--- config.mk ---
export PLATFORM = sky130hd
export DESIGN_NAME = lc_esc_ctrl
export DESIGN_NICKNAME = d
export VERILOG_FILES = /design/src/rtl/lc_esc_pkg.sv /design/src/rtl/lc_esc_tracker.sv /design/src/rtl/lc_trans_seq.sv /design/src/rtl/lc_bcast_decode.sv /design/src/rtl/lc_esc_ctrl.sv
export SDC_FILE = /design/constraint.sdc
export NUM_CORES = 1
export LEC_CHECK = 0
export BUFFER_PORTS_ARGS = -buffer_cell sky130_fd_sc_hd__buf_2
export CAP_MARGIN = 0
export CORE_ASPECT_RATIO = 0.6
export CORE_MARGIN = 10
export CORE_UTILIZATION = 49
export DETAILED_ROUTE_END_ITERATION = 10
export GPL_TIMING_DRIVEN = 0
export PLACE_DENSITY = 0.78
export SYNTH_ARGS = -nofsm -noshare
export SYNTH_HDL_FRONTEND = slang
export SYNTH_SLANG_ARGS = --single-unit
--- constraint.sdc ---
create_clock -name clk_i -period 3.5 [get_ports clk_i]
set_input_delay 0.7 -clock clk_i [delete_from_list [all_inputs] [get_ports clk_i]]
set_output_delay 0.7 -clock clk_i [all_outputs]
set_load 0.02 [all_outputs]
--- src/rtl/lc_esc_pkg.sv ---
package lc_esc_pkg;

  typedef enum logic [2:0] {
    LC_RAW       = 3'd0,
    LC_TEST_UNLK = 3'd1,
    LC_TEST_LCK  = 3'd2,
    LC_DEV       = 3'd3,
    LC_PROD      = 3'd4,
    LC_RMA       = 3'd5,
    LC_ESCAL     = 3'd6,
    LC_SCRAP     = 3'd7
  } lc_state_e;

  typedef enum logic [1:0] {
    ESC_NONE  = 2'd0,
    ESC_ESCAL = 2'd1,
    ESC_SCRAP = 2'd2
  } esc_lvl_e;

  typedef enum logic [1:0] {
    TR_IDLE      = 2'd0,
    TR_CLK_BYP   = 2'd1,
    TR_FLASH_RMA = 2'd2,
    TR_PROG      = 2'd3
  } tr_state_e;

  localparam logic [1:0] TIER_ESCAL = 2'd2;
  localparam logic [1:0] TIER_SCRAP = 2'd3;

  localparam int unsigned NUM_BCAST = 9;

  typedef struct packed {
    logic dft;
    logic nvm_dbg;
    logic hw_dbg;
    logic cpu;
    logic keymgr;
    logic seed_rw;
    logic seed_rd;
    logic iso_rd;
    logic iso_wr;
  } bcast_t;

endpackage

--- src/rtl/lc_esc_tracker.sv ---
module lc_esc_tracker
  import lc_esc_pkg::*;
(
  input  logic       clk_i,
  input  logic       rst_ni,
  input  logic [1:0] tier_i,
  output esc_lvl_e   lvl_o
);

  esc_lvl_e lvl_q, lvl_d;

  // tier 1 deliberately falls through: no effect
  always_comb begin
    lvl_d = lvl_q;
    if (tier_i == TIER_SCRAP) lvl_d = ESC_SCRAP;
    else if (tier_i == TIER_ESCAL && lvl_q == ESC_NONE) lvl_d = ESC_ESCAL;
  end

  always_ff @(posedge clk_i or negedge rst_ni) begin
    if (!rst_ni) lvl_q <= ESC_NONE;
    else         lvl_q <= lvl_d;
  end

  assign lvl_o = lvl_q;

  a_r3_tier1_inert: assert property (@(posedge clk_i) disable iff (!rst_ni)
    (lvl_q == ESC_NONE && tier_i == 2'd1) |=> lvl_q == ESC_NONE);

  a_r6_scrap_sticky: assert property (@(posedge clk_i) disable iff (!rst_ni)
    lvl_q == ESC_SCRAP |=> lvl_q == ESC_SCRAP);

  a_r6_escal_kept: assert property (@(posedge clk_i) disable iff (!rst_ni)
    lvl_q != ESC_NONE |=> lvl_q != ESC_NONE);

endmodule

--- src/rtl/lc_trans_seq.sv ---
module lc_trans_seq
  import lc_esc_pkg::*;
(
  input  logic      clk_i,
  input  logic      rst_ni,
  input  logic      start_i,
  input  lc_state_e target_i,
  input  logic      abort_i,
  input  logic      clk_byp_ack_i,
  input  logic      flash_rma_ack_i,
  input  logic      prog_ack_i,
  input  logic      prog_err_i,
  output logic      clk_byp_req_o,
  output logic      flash_rma_req_o,
  output logic      prog_req_o,
  output lc_state_e target_o,
  output logic      busy_o,
  output logic      commit_o,
  output logic      fail_o
);

  tr_state_e st_q, st_d;
  lc_state_e tgt_q;

  always_comb begin
    st_d     = st_q;
    commit_o = 1'b0;
    fail_o   = 1'b0;
    unique case (st_q)
      TR_IDLE: if (start_i) st_d = TR_CLK_BYP;
      TR_CLK_BYP: begin
        if (abort_i)            st_d = TR_IDLE;
        else if (clk_byp_ack_i) st_d = (tgt_q == LC_RMA) ? TR_FLASH_RMA : TR_PROG;
      end
      TR_FLASH_RMA: begin
        if (abort_i)              st_d = TR_IDLE;
        else if (flash_rma_ack_i) st_d = TR_PROG;
      end
      TR_PROG: begin
        if (abort_i) st_d = TR_IDLE;
        else if (prog_err_i) begin
          st_d   = TR_IDLE;
          fail_o = 1'b1;
        end else if (prog_ack_i) begin
          st_d     = TR_IDLE;
          commit_o = 1'b1;
        end
      end
      default: st_d = TR_IDLE;
    endcase
  end

  always_ff @(posedge clk_i or negedge rst_ni) begin
    if (!rst_ni) begin
      st_q  <= TR_IDLE;
      tgt_q <= LC_RAW;
    end else begin
      st_q <= st_d;
      if (st_q == TR_IDLE && start_i) tgt_q <= target_i;
    end
  end

  assign clk_byp_req_o   = (st_q == TR_CLK_BYP);
  assign flash_rma_req_o = (st_q == TR_FLASH_RMA);
  assign prog_req_o      = (st_q == TR_PROG);
  assign busy_o          = (st_q != TR_IDLE);
  assign target_o        = tgt_q;

  a_r8_one_req: assert property (@(posedge clk_i) disable iff (!rst_ni)
    $onehot0({clk_byp_req_o, flash_rma_req_o, prog_req_o}));

  a_r8_clk_byp_held: assert property (@(posedge clk_i) disable iff (!rst_ni)
    (clk_byp_req_o && !clk_byp_ack_i && !abort_i) |=> clk_byp_req_o);

  a_r8_rma_held: assert property (@(posedge clk_i) disable iff (!rst_ni)
    (flash_rma_req_o && !flash_rma_ack_i && !abort_i) |=> flash_rma_req_o);

  a_r8_prog_held: assert property (@(posedge clk_i) disable iff (!rst_ni)
    (prog_req_o && !prog_ack_i && !prog_err_i && !abort_i) |=> prog_req_o);

  a_r12_abort_drops: assert property (@(posedge clk_i) disable iff (!rst_ni)
    (busy_o && abort_i) |=> !busy_o);

endmodule

--- src/rtl/lc_bcast_decode.sv ---
module lc_bcast_decode
  import lc_esc_pkg::*;
(
  input  lc_state_e state_i,
  input  logic      en_i,
  output bcast_t    bcast_o
);

  // bit s of each mask: enable is on in state code s; index 0 is the struct LSB (iso_wr)
  localparam logic [7:0] STATE_MASK [NUM_BCAST] = '{
    8'h3A,  // iso_wr
    8'h38,  // iso_rd
    8'h38,  // seed_rd
    8'h28,  // seed_rw
    8'h38,  // keymgr
    8'h3E,  // cpu
    8'h2A,  // hw_dbg
    8'h22,  // nvm_dbg
    8'h22   // dft
  };

  logic [NUM_BCAST-1:0] vec;

  for (genvar gi = 0; gi < NUM_BCAST; gi++) begin : g_bit
    assign vec[gi] = en_i & STATE_MASK[gi][state_i];
  end

  assign bcast_o = bcast_t'(vec);

endmodule

--- src/rtl/lc_esc_ctrl.sv ---
module lc_esc_ctrl
  import lc_esc_pkg::*;
#(
  parameter int unsigned CNT_W = 4,
  parameter int unsigned RD_W  = 8
) (
  input  logic             clk_i,
  input  logic             rst_ni,
  input  logic [2:0]       otp_state_i,
  input  logic [CNT_W-1:0] otp_cnt_i,
  input  logic [1:0]       esc_tier_i,
  input  logic             trans_req_i,
  input  logic [2:0]       trans_target_i,
  output logic             prog_req_o,
  output logic [2:0]       prog_state_o,
  output logic [CNT_W-1:0] prog_cnt_o,
  input  logic             prog_ack_i,
  input  logic             prog_err_i,
  output logic             clk_byp_req_o,
  input  logic             clk_byp_ack_i,
  output logic             flash_rma_req_o,
  input  logic             flash_rma_ack_i,
  output logic             alert_o,
  input  logic [1:0]       rd_addr_i,
  output logic [RD_W-1:0]  rd_data_o,
  output logic             dft_en_o,
  output logic             nvm_dbg_en_o,
  output logic             hw_dbg_en_o,
  output logic             cpu_en_o,
  output logic             keymgr_en_o,
  output logic             seed_rw_en_o,
  output logic             seed_rd_en_o,
  output logic             iso_rd_en_o,
  output logic             iso_wr_en_o,
  output logic             escalate_en_o,
  output logic             check_byp_en_o
);

  localparam int unsigned ST_PAD  = RD_W - 3;
  localparam int unsigned CNT_PAD = RD_W - CNT_W;
  localparam int unsigned STS_PAD = RD_W - 2;

  logic             init_q, err_q, alert_q;
  lc_state_e        boot_q, stored_q, eff_state;
  logic [CNT_W-1:0] cnt_q;
  esc_lvl_e         esc_lvl;
  logic             busy, commit, fail, accept, scrap;
  lc_state_e        seq_tgt;
  bcast_t           bcast;

  lc_esc_tracker u_tracker (
    .clk_i  (clk_i),
    .rst_ni (rst_ni),
    .tier_i (esc_tier_i),
    .lvl_o  (esc_lvl)
  );

  always_comb begin
    unique case (esc_lvl)
      ESC_SCRAP: eff_state = LC_SCRAP;
      ESC_ESCAL: eff_state = (boot_q == LC_SCRAP) ? LC_SCRAP : LC_ESCAL;
      default:   eff_state = boot_q;
    endcase
  end

  assign scrap         = (eff_state == LC_SCRAP);
  assign escalate_en_o = init_q && (eff_state == LC_ESCAL || eff_state == LC_SCRAP);
  assign check_byp_en_o = escalate_en_o || busy;

  assign accept = init_q && !escalate_en_o && !busy && trans_req_i &&
                  (trans_target_i > stored_q) && (trans_target_i <= LC_RMA);

  lc_trans_seq u_seq (
    .clk_i           (clk_i),
    .rst_ni          (rst_ni),
    .start_i         (accept),
    .target_i        (lc_state_e'(trans_target_i)),
    .abort_i         (esc_lvl != ESC_NONE),
    .clk_byp_ack_i   (clk_byp_ack_i),
    .flash_rma_ack_i (flash_rma_ack_i),
    .prog_ack_i      (prog_ack_i),
    .prog_err_i      (prog_err_i),
    .clk_byp_req_o   (clk_byp_req_o),
    .flash_rma_req_o (flash_rma_req_o),
    .prog_req_o      (prog_req_o),
    .target_o        (seq_tgt),
    .busy_o          (busy),
    .commit_o        (commit),
    .fail_o          (fail)
  );

  always_ff @(posedge clk_i or negedge rst_ni) begin
    if (!rst_ni) begin
      init_q   <= 1'b0;
      boot_q   <= LC_RAW;
      stored_q <= LC_RAW;
      cnt_q    <= '0;
      err_q    <= 1'b0;
      alert_q  <= 1'b0;
    end else begin
      alert_q <= fail;
      if (fail) err_q <= 1'b1;
      if (!init_q) begin
        init_q   <= 1'b1;
        boot_q   <= lc_state_e'(otp_state_i);
        stored_q <= lc_state_e'(otp_state_i);
        cnt_q    <= otp_cnt_i;
      end else if (commit) begin
        // takes effect on outputs only after the state is reloaded at reset
        stored_q <= seq_tgt;
        cnt_q    <= cnt_q + 1'b1;
      end
    end
  end

  assign alert_o      = alert_q;
  assign prog_state_o = seq_tgt;
  assign prog_cnt_o   = cnt_q + 1'b1;

  lc_bcast_decode u_decode (
    .state_i (boot_q),
    .en_i    (init_q && !scrap),
    .bcast_o (bcast)
  );

  assign dft_en_o     = bcast.dft;
  assign nvm_dbg_en_o = bcast.nvm_dbg;
  assign hw_dbg_en_o  = bcast.hw_dbg;
  assign cpu_en_o     = bcast.cpu;
  assign keymgr_en_o  = bcast.keymgr;
  assign seed_rw_en_o = bcast.seed_rw;
  assign seed_rd_en_o = bcast.seed_rd;
  assign iso_rd_en_o  = bcast.iso_rd;
  assign iso_wr_en_o  = bcast.iso_wr;

  always_comb begin
    unique case (rd_addr_i)
      2'd0:    rd_data_o = {{ST_PAD{1'b0}}, eff_state};
      2'd1:    rd_data_o = {{ST_PAD{1'b0}}, stored_q};
      2'd2:    rd_data_o = {{CNT_PAD{1'b0}}, cnt_q};
      default: rd_data_o = {{STS_PAD{1'b0}}, err_q, busy};
    endcase
  end

  a_r9_chk_when_busy: assert property (@(posedge clk_i) disable iff (!rst_ni)
    busy |-> check_byp_en_o);

  a_r11_alert_pulse: assert property (@(posedge clk_i) disable iff (!rst_ni)
    alert_o |=> !alert_o);

  a_r5_scrap_cuts: assert property (@(posedge clk_i) disable iff (!rst_ni)
    (esc_lvl == ESC_SCRAP) |-> (!cpu_en_o && !dft_en_o && !hw_dbg_en_o &&
                                !keymgr_en_o && escalate_en_o && check_byp_en_o));

  a_r10_enables_frozen: assert property (@(posedge clk_i) disable iff (!rst_ni)
    commit |=> $stable({dft_en_o, hw_dbg_en_o, cpu_en_o, keymgr_en_o, iso_wr_en_o}));

  a_r12_no_start_escal: assert property (@(posedge clk_i) disable iff (!rst_ni)
    (!busy && escalate_en_o) |=> !busy);

  a_r1_quiet_before_init: assert property (@(posedge clk_i) disable iff (!rst_ni)
    !init_q |-> !(cpu_en_o || escalate_en_o || clk_byp_req_o || prog_req_o || alert_o));

endmodule

Yosys cells after proc, flatten, opt, wreduce, memory -nomap -nowiden

Memories as Yosys holds them, arrays and structs flattened.
Index checks and enable logic that the tools add are counted.

Flip-flop bits (word level): 20
Bits in read-only memories: 48
Output and inout port bits: 30
Logic and storage cells: 96
Memories kept: 6

Memory list:

| name            | depth | bits a word | read ports | clocked after memory_dff | write ports | line                  | RTL |
|---|---|---|---|---|---|---|---|
| (no name shown) | 8     | 1           | 1          | 0                        | 0           | lc_bcast_decode.sv:25 | `assign vec[gi] = en_i & STATE_MASK[gi][state_i];` |
| (no name shown) | 8     | 1           | 1          | 0                        | 0           | lc_bcast_decode.sv:25 |  |
| (no name shown) | 8     | 1           | 1          | 0                        | 0           | lc_bcast_decode.sv:25 |  |
| (no name shown) | 8     | 1           | 1          | 0                        | 0           | lc_bcast_decode.sv:25 |  |
| (no name shown) | 8     | 1           | 1          | 0                        | 0           | lc_bcast_decode.sv:25 |  |
| (no name shown) | 8     | 1           | 1          | 0                        | 0           | lc_bcast_decode.sv:25 |  |

Add/subtract/negate cells: 1
$lt $le $gt $ge: 3
Equal/unequal tests: 18
Mux-type cells: 32
Bitwise operators: 6
Reductions and logical operators: 21

Operators by type and width:

| operator              | number |
|---|---|
| $mux W2               | 10 |
| $mux W1               | 15 |
| $eq A2 B2 Y1 const B  | 6 |
| $eq A3 B3 Y1 const B  | 4 |
| $pmux W4 S3           | 1 |
| $logic_and A1 B1 Y1   | 9 |
| $mux W4               | 2 |
| $pmux W2 S4           | 1 |
| $and A1 B1 Y1         | 6 |
| $eq A2 B1 Y1 const B  | 3 |
| $logic_not A2 Y1      | 3 |
| $mux W3               | 2 |
| $ne A3 B1 Y1 const B  | 2 |
| $pmux W3 S2           | 1 |
| $reduce_bool A2 Y1    | 3 |
| $add A4 B1 Y4 const B | 1 |
| $lt A3 B4 Y1 const B  | 1 |
| $ne A2 B1 Y1 const B  | 2 |
| $ne A4 B1 Y1 const B  | 1 |
| $reduce_and A4 Y1     | 1 |
| $gt A3 B3 Y1          | 1 |
| $le A3 B3 Y1 const B  | 1 |
| $logic_not A1 Y1      | 3 |
| $logic_or A1 B1 Y1    | 2 |

Logic depth before layout (Yosys ltp)

Gate-level depths: netlist (run 1).

Depth in word-level cells: 14
Mapped depth: 6

By module

From an unflattened synthesis (run 1), not the netlist that was laid out.

Cell total of the unflattened synthesis: 136
Area, all modules: 1355.0 um2

By module, submodules not included:

| module          | instances | cells an instance | area each (um2) |
|---|---|---|---|
| lc_esc_ctrl     | 1         | 87                | 867.1 |
| lc_trans_seq    | 1         | 28                | 314.1 |
| lc_bcast_decode | 1         | 16                | 100.1 |
| lc_esc_tracker  | 1         | 5                 | 73.8 |

Least setup slack after synthesis (run 1)

OpenSTA, ideal clock, no wires.

Path kind: flip-flop to output port
Start: register u_tracker.lvl_q[0], in the netlist u_tracker.lvl_o[0]
End: output port keymgr_en_o
Data arrival time: 1.568 ns
Required time: 2.800 ns
Slack: 1.232 ns
Cell stages (with the launch flop): 7
Path buffers: 1
Cells stage by stage: dfrtp_1 > inv_1 > ha_1 > nand2_1 > nand2_1 > a21oi_1 > buf_4

Longest elaborated chain between the ends: 6
Elaborated cells between the ends (all ways): 7
Those cells by class: eq/ne (3); mux (1); bitwise (1); reduce/logical (2)

Ends and longest elaborated chain:

| element                                      | line                  | RTL |
|---|---|---|
| from (decl)                                  | lc_esc_tracker.sv:10  | `esc_lvl_e lvl_q, lvl_d;` |
| from (signal assigned)                       | lc_esc_tracker.sv:21  | `else lvl_q <= lvl_d;` |
| $eq A2 B1 Y1 or $eq A2 B2 Y1 (tied branches) | lc_esc_ctrl.sv:59     | `unique case (esc_lvl)` |
| $pmux W3 S2 *                                | lc_esc_ctrl.sv:59     |  |
| $eq A3 B3 Y1 *                               | lc_esc_ctrl.sv:66     | `assign scrap = (eff_state == LC_SCRAP);` |
| $logic_not A1 Y1 *                           | lc_esc_ctrl.sv:122    | `.en_i (init_q && !scrap),` |
| $logic_and A1 B1 Y1 *                        | lc_esc_ctrl.sv:122    |  |
| $and A1 B1 Y1 *                              | lc_bcast_decode.sv:25 |  |
| to (decl)                                    | lc_esc_ctrl.sv:30     | `output logic keymgr_en_o,` |

Every way passes the cells marked *; elsewhere a longest branch is shown, timed or not.

Worst setup path after layout (run 1)

Start: register u_tracker.lvl_q[0], in the netlist u_tracker.lvl_o[0]
End: output port rd_data_o[1]

Longest elaborated chain between the ends: 3
Elaborated cells between the ends (all ways): 4
Those cells by class: eq/ne (2); mux (2)

Ends and longest elaborated chain:

| element                                      | line               | RTL |
|---|---|---|
| $eq A2 B1 Y1 or $eq A2 B2 Y1 (tied branches) | lc_esc_ctrl.sv:59  |  |
| $pmux W3 S2 *                                | lc_esc_ctrl.sv:59  |  |
| $pmux W4 S3 *                                | lc_esc_ctrl.sv:137 | `unique case (rd_addr_i)` |
| to (decl)                                    | lc_esc_ctrl.sv:25  | `output logic [RD_W-1:0] rd_data_o,` |

Marked as above.

==> results.md, run 1 <==
- Outcome: finished clean
- IO Port Bufs: 45
- RSZ-0062 raised after global routing: false
- Syn_area_per_cell: roughly 9.3 µm²
- PostCTS Resize Cnt: 0
- Clk_skew: 0.00361 ns
- Final min period: 2.72 ns
- Routability Congestion: 0.834
- First-pass GRT wire length: between 5000 and 6000 µm
- Fill cells: around 220
- Postcts setup bufs: 0
- Rows: 14
- Initial Utilization: 0.523
- Fin. Hold Viols: 0
- Initial antenna violation count: 0
- PwrDens: about 560 nW/µm²
- Layout cells sized above 1: 0.371
- Crit start category: flop
- Post-synth EDFFs: 0
- Die height: around 60 µm
- Hold/Removal Path Class: in2async
- Initial drt markers: 71
- CP Max Fanout: 6
- F_max: 368 MHz
- Worst VDD drop: 0.339 mV
- Via/cell ratio: ~5.2
- Die X: 87.4 µm
- Worst setup EP type: output pin
- Non-filler cells, final: about 230
- Clock Sinks: 20
- Tot Pwr: 930 µW
- Footprint of the multi-input gates: ~730 µm²
- Post-route ant nets: 0
- Core box area: approximately 2600 µm²
- Yosys Warn Count: 0
- Synthesized area: approximately 1300 µm²
- Hold_buf cts: 0
- DP Wirelength: 2860 µm
- Worst Path Required: 2.80 ns
- Post-Place Setup Slack: 1.07 ns
- Share of flip-flops with an asynchronous set or reset: 1.00
- Final layout net count: between 200 and 250
- Sequential Area: about 500 µm²
- Post-synthesis cell count: 143
- Via count: about 1200
- Antenna fix cells: 0
- Count of pins over their slew limit: 0
- Worst-Skew Late Latency: 0.25 ns
- Max H-tree Level: 1
- Clock buffer count from CTS: 3
- Final TNS setup: 0 ns
- Io pins: 51
- Max-Cap Viols: 0
- Placed cell count: between 200 and 250
- PnR worst setup slack: 0.783 ns
- Clock Tree Root: clkbuf_8
- Post-synthesis sequential area ratio: 0.375
- Total global-route track usage: 0.128
- Pin count of the biggest net entering global routing: 21
- Synth Flop Type: dfrtp_1
- #FFs+latches synth: 20
- Global route overflow: 0
- Vias in the first global route: 1127
- Final wirelength: 3470 µm
- Area growth from synthesis to layout: 23.8%
- Synth unique cells: 37
- Crit share post-route: 0.776
- Fin util: 0.647
- P_leak: 0.859 nW
- Die Area: 5280 µm²
- Wire length per cell: 15.4 µm
- DRC viols: 0
- DRT Pass-1 Iters: 4
- CP Class: reg2out
- CTS tree: done
- Crit path DAT: 2.02 ns
- Max Buffers Root-to-Sink: 2
- Final setup fails: 0
- Clock slew at reported path FFs: 0.07 ns
cell usage in the layout (no fill, tap or decap), drive strengths merged, types with 5 or more instances in the layout:
cell type,instances
mux2,6
nor2,16
conb,5
ha,7
inv,7
o21ai,5
nand3,5
nand2,8
a21oi,15
buf,55
dfrtp,20
clkbuf,6
area by class of cell:
type | count | share of cell area
multi-input cells | 106 | 0.441
repair buffers | 45 | 0.136
flip-flops and latches | 20 | 0.303
well taps | 32 | 0.0242
inverters | 7 | 0.0159
plain buffers | 13 | 0.0552
clock buffers | 3 | 0.0250
layer usage:
layer	global-route usage	part of all wire	wire (µm)	up-vias
met5	0	0	0	-
li1	-	-	-	587
met4	0.0294	0.010	35	0
met1	0.158	0.44	1530	531
met2	0.199	0.45	1550	51
met3	0.0602	0.10	357	4
flip-flops by register name, indices dropped and copies added (netlist names):
register and count:
boot_q 3, u_seq.target_o 3, err_q 1, u_tracker.lvl_o 2, stored_q 3, init_q 1
alert_o 1, cnt_q 4, u_seq.st_q 2
power breakdown:
group / switching [mW] / internal [mW]
logic: 0.280 / 0.186
clock network: 0.0705 / 0.0766
registers: 0.0440 / 0.273
total: 0.395 / 0.535
synth_stat cells (all sizes together) (2+ instances only):
library cell / number / area, µm²
ha: 7 / 87.6
conb: 2 / 7.51
a21oi: 15 / 75.1
nor2: 16 / 60.1
nand3b: 2 / 15.0
nor2b: 3 / 18.8
clkbuf: 3 / 11.3
mux2: 6 / 67.6
xnor2: 4 / 35.0
a22o: 2 / 17.5
nand2: 8 / 30.0
or2: 2 / 12.5
nor3: 2 / 10.0
and2: 3 / 18.8
mux2i: 4 / 40.0
inv: 7 / 26.3
o21ai: 5 / 25.0
buf: 10 / 80.1
nand2b: 3 / 18.8
dfrtp: 20 / 500
nand3: 5 / 30.0
xor2: 2 / 17.5
metrics by stage:
| stage | hold slack [ns] | cell area (µm²) |
|---|---|---|
| after floorplan | 0.404 | 1350 |
| after global placement | 0.459 | 1610 |
| after detailed placement | 0.462 | 1610 |
| after CTS | 0.394 | 1650 |
| after global routing | 0.412 | 1650 |
| final | 0.389 | 1650 |
critical path, stage by stage, from the launching register on:
cell and delay, ns:
dfrtp_1 0.36, inv_1 0.08, ha_1 0.38, or2_2 0.32
mux4_2 0.45, buf_2 0.17
worst paths after layout:
| kind | cells past startpoint | endpoint | start | slack [ns] |
|---|---|---|---|---|
| worst min-delay path | 1 | stored_q[2] | rst_ni | 0.39 |
| min in group clk_i | 1 | err_q | err_q | 0.48 |
| worst max-delay path | 5 | rd_data_o[1] | u_tracker.lvl_o[0] | 0.78 |
| max in group asynchronous | 1 | u_seq.st_q[1] | rst_ni | 2.79 |
| worst max register to register | 6 | u_seq.target_o[0] | u_tracker.lvl_o[0] | 1.53 |
| worst min register to register | 1 | err_q | err_q | 0.48 |
logic make-up after synthesis:
group,count (synthesis),synth area share
mux,11,0.0974
simple gates,50,0.205
compound gates,27,0.125
fa+ha+maj,7,0.0655
xor+xnor,6,0.0393
other cells,2,0.00562
flops,20,0.375
buf+inv,20,0.0880
No activity file was read; power rests on OpenSTA's default activity.
==> run 2, diff against run 1 <==
--- a/config.mk
+++ b/config.mk
@@ -9,10 +9,10 @@
 export CAP_MARGIN = 0
 export CORE_ASPECT_RATIO = 0.6
 export CORE_MARGIN = 10
-export CORE_UTILIZATION = 49
+export CORE_UTILIZATION = 44
 export DETAILED_ROUTE_END_ITERATION = 10
 export GPL_TIMING_DRIVEN = 0
-export PLACE_DENSITY = 0.78
+export PLACE_DENSITY = 0.74
 export SYNTH_ARGS = -nofsm -noshare
 export SYNTH_HDL_FRONTEND = slang
 export SYNTH_SLANG_ARGS = --single-unit
==> constraint.sdc (replaced) <==
create_clock -name clk_i -period 2.2 [get_ports clk_i]
set_input_delay 0.44 -clock clk_i [delete_from_list [all_inputs] [get_ports clk_i]]
set_output_delay 0.44 -clock clk_i [all_outputs]
set_load 0.02 [all_outputs]
==> run 2 against run 1 <==
Effect of this change: the run now ends with setup timing left; wire length rose by 7.0%; register-to-register slack got worse by 1.2 ns; clock skew about the same; utilization down 3.4 points; combinational power is 90% higher; clock power increased by 93%; first-iteration DRC count shrank 44%; hold slack worse by 0.27 ns; largest cell class unchanged.
==> results.md, run 2 (synthesized netlist as in run 1, its figures left out) <==
- Clock buffer count from CTS: 3
- Post-Place Setup Slack: 0.0245 ns
- Hold slack: 0.118 ns
- Logic pwr share: 0.530
- Hold_buf cts: 0
- Max H-tree Level: 1
- Initial Utilization: 0.462
- Power share of the sequential group: 0.301
- Via count: 1180
- Final min period: roughly 2.2 ns
- Outcome: complete, but fails checks
- Clock Tree Root: clkbuf_8
- Layout cells sized above 1: 0.427
- WL met2: 1630 µm
- Worst r2r src: u_tracker.lvl_o[1]
- DRC viols: 0
- Worst setup path startpoint: u_tracker.lvl_o[1]
- CP Max Fanout: 6
- Worst R2R End: u_seq.target_o[1]
- CP Class: reg2out
- Hold/Removal Path Class: in2async
- Wire length per cell: about 15 µm
- Fin. Hold Viols: 0
- DP Wirelength: 2920 µm
- Most frequent cells in the layout: 44 x buf_2, 20 x dfrtp_1, 16 x nor2_1
- Routability Congestion: ~0.88
- Crit path to: rd_data_o[1]
- Worst setup EP type: output pin
- Violated checks: setup timing
- Area growth from synthesis to layout: 32.5%
- Initial drt markers: 40
- Initial antenna violation count: 0
- Clock slew at reported path FFs: 0.07 ns
- Crit share post-route: 1.02
- Most common cell after layout, fill and taps aside: buf_2
- RSZ-0062 raised after global routing: true
- Clk_skew: 0.00318 ns
- Final layout net count: 228
- Tot Pwr: around 1.7 mW
- Die height: ~63 µm
- Worst-Skew Late Latency: 0.26 ns
- Register-to-Register Setup Slack: 0.36 ns
- Total global-route track usage: 0.128
- Final TNS setup: -0.0482 ns
- P_leak: approximately 0.89 nW
- Non-filler cells, final: 241
- Post-route ant nets: 0
- Top reg by flops: cnt_q
- Max Buffers Root-to-Sink: 2
- R2R cell count: 6
- PnR worst setup slack: -0.0482 ns
- PwrDens: 944 nW/µm²
- Io pins: 51
- Net Sw Power: 690 µW
- Via/cell ratio: 4.90
- Max-Cap Viols: 0
- Met3 WL post-DR: approximately 270 µm
- M1 WL: 1760 µm
- Pint: 981 µW
- Clock Sinks: 20
- Global route overflow: 0
- Worst Path Required: 1.76 ns
- Crit path DAT: approximately 1.8 ns
- Die Area: 5710 µm²
- IO Port Bufs: 45
- Design area: 1770 µm²
- Switching Fraction: 0.413
- DRT Pass-1 Iters: 4
- Worst VDD drop: 0.558 mV
- Clk pwr share: 0.169
- Die X: just over 90 µm
- Area after DPL: 1630 µm²
- Count of pins over their slew limit: 0
- Vias in the first global route: between 1000 and 1500
- CTS tree: done
- Highest metal used: met4
- First-pass GRT wire length: 5950 µm
- Placed cell count: approximately 230
- Fin util: 0.613
- F_max: 445 MHz
- Core box area: 2890 µm²
- Final setup fails: 1
- Final wirelength: 3720 µm
- Pin count of the biggest net entering global routing: 21
- Rows: 15
- Antenna fix cells: 0
- Number of flip-flops in the largest register: 4
- Crit start category: flop
-- run 2: what timing repair did --
item,CTS,global route
endpoints found under the hold margin,0,0
setup buffers,3,1
endpoints found under the setup margin,4,8
pin swaps,2,3
gates resized for setup,6,10
-- run 2: cell type report --
| class | instances | area, µm² |
|---|---|---|
| fillers | 263 | 1120 |
| inverters | 7 | 26.3 |
| clock buffers | 4 | 55.1 |
| multi-input cells | 106 | 776 |
| flip-flops and latches | 20 | 500 |
| well taps | 42 | 52.6 |
| plain buffers | 13 | 92.6 |
| repair buffers | 49 | 268 |
-- run 2: worst min path at each step --
stage / startpoint / endpoint / slack (ns)
after floorplan: rst_ni / alert_o / 0.14
after global placement: rst_ni / alert_o / 0.41
after detailed placement: rst_ni / cnt_q[3] / 0.42
after CTS: rst_ni / cnt_q[3] / 0.14
after global routing: rst_ni / u_seq.st_q[0] / 0.15
final: rst_ni / alert_o / 0.12
-- run 2: layer usage --
| metal | track usage | vias to the layer above |
|---|---|---|
| met5 | 0 | - |
| li1 | - | 589 |
| met4 | 0.0370 | 0 |
| met2 | 0.192 | 43 |
| met1 | 0.164 | 542 |
| met3 | 0.0504 | 6 |
-- run 2: critical path, cell delays in order, from the launching register on --
cell     delay, ns
dfrtp_1       0.39
inv_2         0.09
ha_4          0.22
or2_4         0.23
mux4_2        0.47
buf_6         0.15
-- run 2: power by group through the flow --
stage / clock [mW] / combinational [mW] / sequential (mW)
2_1_floorplan: 0 / 0.490 / 0.519
3_3_place_gp: 0 / 0.725 / 0.506
3_5_place_dp: 0 / 0.740 / 0.511
4_1_cts: 0.291 / 0.830 / 0.502
5_1_grt: 0.301 / 0.969 / 0.513
6_report: 0.283 / 0.885 / 0.503
